`src/rtl/dr_pkg.sv`:
```
package dr_pkg;

    typedef struct packed {
        logic slp;   // early-sleep C* element state
        logic ack;   // upstream acknowledge state
        logic err;   // illegal pair flag
    } ctrl_t;

    localparam ctrl_t CTRL_RESET = '{slp: 1'b0, ack: 1'b0, err: 1'b0};

endpackage

```
`src/rtl/dr_rail_decode.sv`:
```
module dr_rail_decode #(
    parameter int NBITS = 8
) (
    input  logic [NBITS-1:0] in_t,
    input  logic [NBITS-1:0] in_f,
    output logic [NBITS-1:0] pair_valid,
    output logic [NBITS-1:0] pair_busy,
    output logic             any_illegal
);

    logic [NBITS-1:0] pair_bad;

    for (genvar i = 0; i < NBITS; i++) begin : g_pair
        // a pair is valid only with exactly one wire high
        assign pair_valid[i] = in_t[i] ^ in_f[i];
        // anything other than the empty code keeps the detector from falling
        assign pair_busy[i]  = in_t[i] | in_f[i];
        assign pair_bad[i]   = in_t[i] & in_f[i];
    end

    assign any_illegal = |pair_bad;

endmodule

```
`src/rtl/dr_celem.sv`:
```
module dr_celem #(
    parameter int WIDTH = 2
) (
    input  logic             clk,
    input  logic             rst_n,
    input  logic [WIDTH-1:0] rise_v,
    input  logic [WIDTH-1:0] keep_v,
    output logic             out_q
);

    logic out_d;

    always_comb begin
        out_d = out_q;
        if (&rise_v) begin
            out_d = 1'b1;
        end else if (~|keep_v) begin
            out_d = 1'b0;
        end
    end

    always_ff @(posedge clk) begin
        if (!rst_n) begin
            out_q <= 1'b0;
        end else begin
            out_q <= out_d;
        end
    end

endmodule

```
`src/rtl/dr_stage_ctrl.sv`:
```
module dr_stage_ctrl #(
    parameter int NBITS = 8
) (
    input  logic             clk,
    input  logic             rst_n,
    input  logic [NBITS-1:0] in_t,
    input  logic [NBITS-1:0] in_f,
    input  logic             dn_ack,
    output logic             up_ack,
    output logic             cd_req,
    output logic             stage_en,
    output logic             stage_sleep,
    output logic             rail_err
);

    import dr_pkg::*;

    logic [NBITS-1:0] pair_valid;
    logic [NBITS-1:0] pair_busy;
    logic             any_illegal;
    logic             ri_q;
    ctrl_t            ctl_d;
    ctrl_t            ctl_q;

    dr_rail_decode #(.NBITS(NBITS)) u_decode (
        .in_t        (in_t),
        .in_f        (in_f),
        .pair_valid  (pair_valid),
        .pair_busy   (pair_busy),
        .any_illegal (any_illegal)
    );

    // completion detector: per-pair OR into one NBITS-input C-element
    dr_celem #(.WIDTH(NBITS)) u_cd (
        .clk    (clk),
        .rst_n  (rst_n),
        .rise_v (pair_valid),
        .keep_v (pair_busy),
        .out_q  (ri_q)
    );

    always_comb begin
        ctl_d = ctl_q;
        // enhanced C* element: set by Ri and Ain, cleared by not-Ri and not-Ain
        if (ri_q && dn_ack) begin
            ctl_d.slp = 1'b1;
        end else if (!ri_q && !dn_ack) begin
            ctl_d.slp = 1'b0;
        end
        // upstream acknowledge: rises with the request, falls only once released
        if (ri_q) begin
            ctl_d.ack = 1'b1;
        end else if (!ctl_q.slp) begin
            ctl_d.ack = 1'b0;
        end
        ctl_d.err = any_illegal;
    end

    always_ff @(posedge clk) begin
        if (!rst_n) begin
            ctl_q <= CTRL_RESET;
        end else begin
            ctl_q <= ctl_d;
        end
    end

    assign cd_req      = ri_q;
    assign up_ack      = ctl_q.ack;
    assign stage_sleep = ctl_q.slp;
    assign stage_en    = ri_q & ~ctl_q.slp;
    assign rail_err    = ctl_q.err;

endmodule

```
`config.mk`:
```
export PLATFORM = sky130hd
export DESIGN_NAME = dr_stage_ctrl
export DESIGN_NICKNAME = d
export VERILOG_FILES = /design/src/rtl/dr_pkg.sv /design/src/rtl/dr_rail_decode.sv /design/src/rtl/dr_celem.sv /design/src/rtl/dr_stage_ctrl.sv
export SDC_FILE = /design/constraint.sdc
export NUM_CORES = 1
export LEC_CHECK = 0
export CAP_MARGIN = 20
export CORE_AREA = 5 5 42 44
export DETAILED_ROUTE_END_ITERATION = 10
export DIE_AREA = 0 0 47 49
export PLACE_DENSITY_LB_ADDON = 0.15
export SLEW_MARGIN = 10
export SYNTH_ARGS = -nofsm -noshare
export SYNTH_HDL_FRONTEND = slang
export SYNTH_SLANG_ARGS = --single-unit
```
`constraint.sdc`:
```
create_clock -name clk -period 1.7 [get_ports clk]
set_clock_uncertainty 0.1 [all_clocks]
set_input_delay 0.255 -clock clk [delete_from_list [all_inputs] [get_ports clk]]
set_output_delay 0.255 -clock clk [all_outputs]
set_load 0.01 [all_outputs]
```
**After elaboration in Yosys (flattened, before gate mapping)**

Cells that the tools add are included.

- Flip-flop bits (word level): 4
- Output and inout port bits: 5
- Logic and storage cells: 46
- Bits of input ports: 19

- Multiplexer cells: 6
- Equality and inequality tests: 2
- Reductions and logical operators: 8
- Bitwise gates (word level): 26

Operator list:

| operator | number |
|---|---|
| OR reduction 8 bit | 2 |
| AND 1 bit | 9 |
| OR 1 bit | 8 |
| AND reduction 8 bit | 1 |
| bitwise XOR 1 bit | 8 |
| 2-to-1 mux 1 bit | 6 |
| inequality test 2 x 1 -> 1 bit, second input constant | 2 |
| logical AND 1 bit | 2 |
| zero test 1 bit | 2 |
| nonzero test 2 bit | 1 |
| NOT 1 bit | 1 |

**Logic depth before layout (Yosys ltp)**

- Depth in word-level cells: 4
- Mapped depth: 5

**Hierarchy**

From an unflattened synthesis, not the netlist that was laid out.

- Cell total of the unflattened synthesis: 62
- Area total of the unflattened synthesis: 496.7 um^2

By module, submodules not included:

| module | area an instance (um^2) | instances | cells each |
|---|---|---|---|
| dr_rail_decode | 306.5 | 1 | 43 |
| dr_stage_ctrl | 112.6 | 1 | 10 |
| dr_celem | 77.6 | 1 | 9 |

**Least setup slack after synthesis**

No wires, ideal clock.

- Path kind: reg-to-reg
- Start: register u_cd.out_q
- End: register ctl_q, in the netlist stage_sleep
- Clock period less this slack: 1069 ps
- Setup slack: 631 ps
- Buffers on the path: 0
- Arrival: 853 ps
- Stages on the path, launching flop included: 4
- Cell sequence: dfxtp_1 ha_1 mux2i_1 nor2b_1

- Word-level cells in the longest chain between the ends: 3
- Elaborated cells between the ends (all ways): 5
- Those cells by class: 1 x mux; 4 x reduce/logical

RTL lines:

| what | line | text |
|---|---|---|
| from (decl) | dr_celem.sv:8 | `output logic out_q` |
| from (signal assigned) | dr_celem.sv:26 | `out_q <= out_d;` |
| zero test 1 bit | dr_stage_ctrl.sv:47 | `end else if (!ri_q && !dn_ack) begin` |
| logical AND 1 bit | dr_stage_ctrl.sv:47 |  |
| nonzero test 2 bit (no source line) | -- |  |
| to (signal assigned) | dr_stage_ctrl.sv:63 | `ctl_q <= ctl_d;` |
| to (decl) | dr_stage_ctrl.sv:23 | `ctrl_t ctl_q;` |

Parallel ways exist; a longest one is shown, timed or not.
A chain may end at the register's enable or synchronous reset.

**Final worst setup path**

- Start: register u_cd.out_q
- End: output stage_en

- Word-level cells in the longest chain between the ends: 1

RTL lines:

| what | line | text |
|---|---|---|
| AND 1 bit | dr_stage_ctrl.sv:70 | `assign stage_en = ri_q & ~ctl_q.slp;` |
| to (decl) | dr_stage_ctrl.sv:11 | `output logic stage_en,` |

No other way between the ends.

==> key figures <==
Run status
  • Status: completed

Worst setup path
  • Slowest stage delay, CP: 0.54 ns
  • Crit Path Max Fanout: 5
  • CP Class: flop to output pin
  • Max stage delay cell, worst path: clkdlybuf4s50_1
  • Critical path endpoint category: output pin
  • CP Launch Type: flop
  • Worst path cell trace: nor2b_1, clkdlybuf4s50_1
  • Arr. time, crit path: about 1.3 ns
  • R2R Setup Slk: slightly above 0.6 ns
  • Critical path required time: 1.34 ns

Placement
  • Post-DP Area: approximately 700 sq um
  • Cells after DPL: just over 90
  • PortBufs: 23
  • Placer Congestion: ~0.67
  • Dpl hpwl: approximately 860 um

Synth
  • Post-Syn Instances: 52
  • Synthesized cell area: 449 sq um
  • Yosys reg bits: 4
  • Yosys top cell area share: 0.474
  • Area leader, netlist: ha_1
  • Syn avg cell area: around 8.6 sq um
  • Syn Nets: just under 90
  • Count of different cell masters after synthesis: 13
  • Synth area leaders: ha_1 (47%), dfxtp_1 (18%), inv_1 (13%)
  • Yosys warnings: 0
  • Sequential area share after synthesis: 0.178

Clocking
  • Clock-pin slew on the worst setup and hold paths: 0.04 ns
  • Root Buffer: clkbuf_4
  • Worst-case clock buffer depth: 2
  • Htree depth: 1
  • Sink Count: 4
  • Total setup buffers inserted after CTS: 0
  • Worst skew pair latency: roughly 0.24 ns
  • TritonCTS clock tree: yes
  • Post-CTS sizing: 0
  • TritonCTS buffer count: 3
  • Cts hold-fix bufs: 0

Min path
  • Worst min path class: flop to flop

Timing
  • RSZ-0062 raised after global routing: false
  • Worst Hold Slack: between 0.4 and 0.5 ns
  • Fin crit share: 0.947
  • Final setup viols: 0
  • Hold Vio Cnt, Final: 0
  • Headroom to the max-slew limit: 0.818
  • Fmax achieved: 621 MHz
  • Least-Margin Pin Slew: ~0.27 ns
  • TNS Setup: 0 ns
  • Slew Limit Fails: 0
  • Tmin final: 1.61 ns

Power and ir drop
  • Leakage power: 0.378 nW
  • PwrDens: roughly 430 mW/mm^2
  • Worst vdd ir: around 0.19 mV
  • Post-route total power: about 310 uW

Floorplanning
  • Core Area: between 0.001 and 0.0015 sq mm
  • # rows: 14
  • Initial Utilization: 0.321
  • DIE AREA: 0.00230 sq mm
  • Die X: between 40 and 50 um
  • Die Y: between 40 and 50 um
  • IO Count: 24

Cells and area
  • # diodes: 0
  • Share of layout cells above drive strength 1: 0.0513
  • Non-filler cells, final: between 90 and 100
  • Design area: approximately 720 sq um
  • Area growth, synth to finish: 61.0%
  • Nets@finish: 116

Route
  • Vias per Instance: 4.44
  • Antenna violation net count after detailed routing: 0
  • Average wire per standard cell: 9.84 um
  • Initial DRC Count: 2
  • DR vias: between 400 and 500
  • WL final: around 930 um
  • Drt first pass iters: 2
  • DRC: 0

GRT
  • First-pass GRT wire length: ~1600 um
  • Initial antenna violation count: 0
  • Gr usage total: 0.0958
  • Largest net degree at the start of global routing: 6
  • Via count of the first global-routing pass: ~440
  • Grt total ovfl: 0

Run
  • Max cap viols: 0
==> power by group <==
part,switching (mW),leakage (nW),internal (mW)
clock network,0.0417,0.0138,0.0792
logic,0.0345,0.331,0.0598
registers,0.00101,0.0331,0.0965
total,0.0772,0.378,0.235
==> cell families after synthesis <==
kind of cell | after synthesis | synth area share
flops | 4 | 0.178
simple gates | 10 | 0.131
compound gates | 4 | 0.0613
buf+inv | 16 | 0.134
mux | 1 | 0.0223
fa+ha+maj | 17 | 0.474
==> layout make-up <==
type	count	area (sq um)
multi-input combinational	32	309
tap	16	20.0
sequential	4	81.3
inverter	16	60.1
timing repair buffer	23	230
fill	152	678
clock buffer	3	22.5
==> flip-flops by register name (all words and copies together), names as in the netlist <==
signal	flops
rail_err	1
stage_sleep	1
u_cd.out_q	1
up_ack	1
==> cells in the final DEF, fill, tap and decap left out, drive strengths merged <==
master,instances
a21boi,1
a21oi,1
clkbuf,3
clkdlybuf4s50,23
dfxtp,4
ha,17
inv,16
mux2i,1
nand2,1
nand3,1
nand4,3
nor2b,3
nor4,2
o211ai,1
o31ai,1
==> Yosys cell counts, drive strengths merged <==
cell	instances
a21boi	1
a21oi	1
dfxtp	4
ha	17
inv	16
mux2i	1
nand2	1
nand3	1
nand4	3
nor2b	3
nor4	2
o211ai	1
o31ai	1
==> per-stage QoR <==
stage / utilization / worst slack, ns
finish: 0.516 / 0.0896
global placement: 0.499 / 0.148
detailed placement: 0.499 / 0.131
floorplan: - / 0.631
global route: 0.516 / 0.0119
CTS: 0.515 / 0.0257
==> path summary, 6_finish.rpt <==
kind,from,to,cells past startpoint
setup / recovery,u_cd.out_q$_SDFFE_PN0P_,stage_en,2
hold / removal,up_ack$_SDFFE_PN0P_,up_ack$_SDFFE_PN0P_,2
setup reg to reg,u_cd.out_q$_SDFFE_PN0P_,stage_sleep$_SDFFE_PN0P_,3
hold reg to reg,up_ack$_SDFFE_PN0P_,up_ack$_SDFFE_PN0P_,2
==> worst max-delay path, delay by kind of cell (launching register included) <==
kind / cells / cell delay [ns]
simple gates: 1 / 0.13
buf+inv: 1 / 0.54
flops: 1 / 0.35
==> metal layers <==
metal  track usage  part of all wire
met1         0.101              0.39
met2         0.156              0.49
met3        0.0111             0.095
met4        0.0829             0.026
met5             0                 0
(Power assumes the default switching activity.)
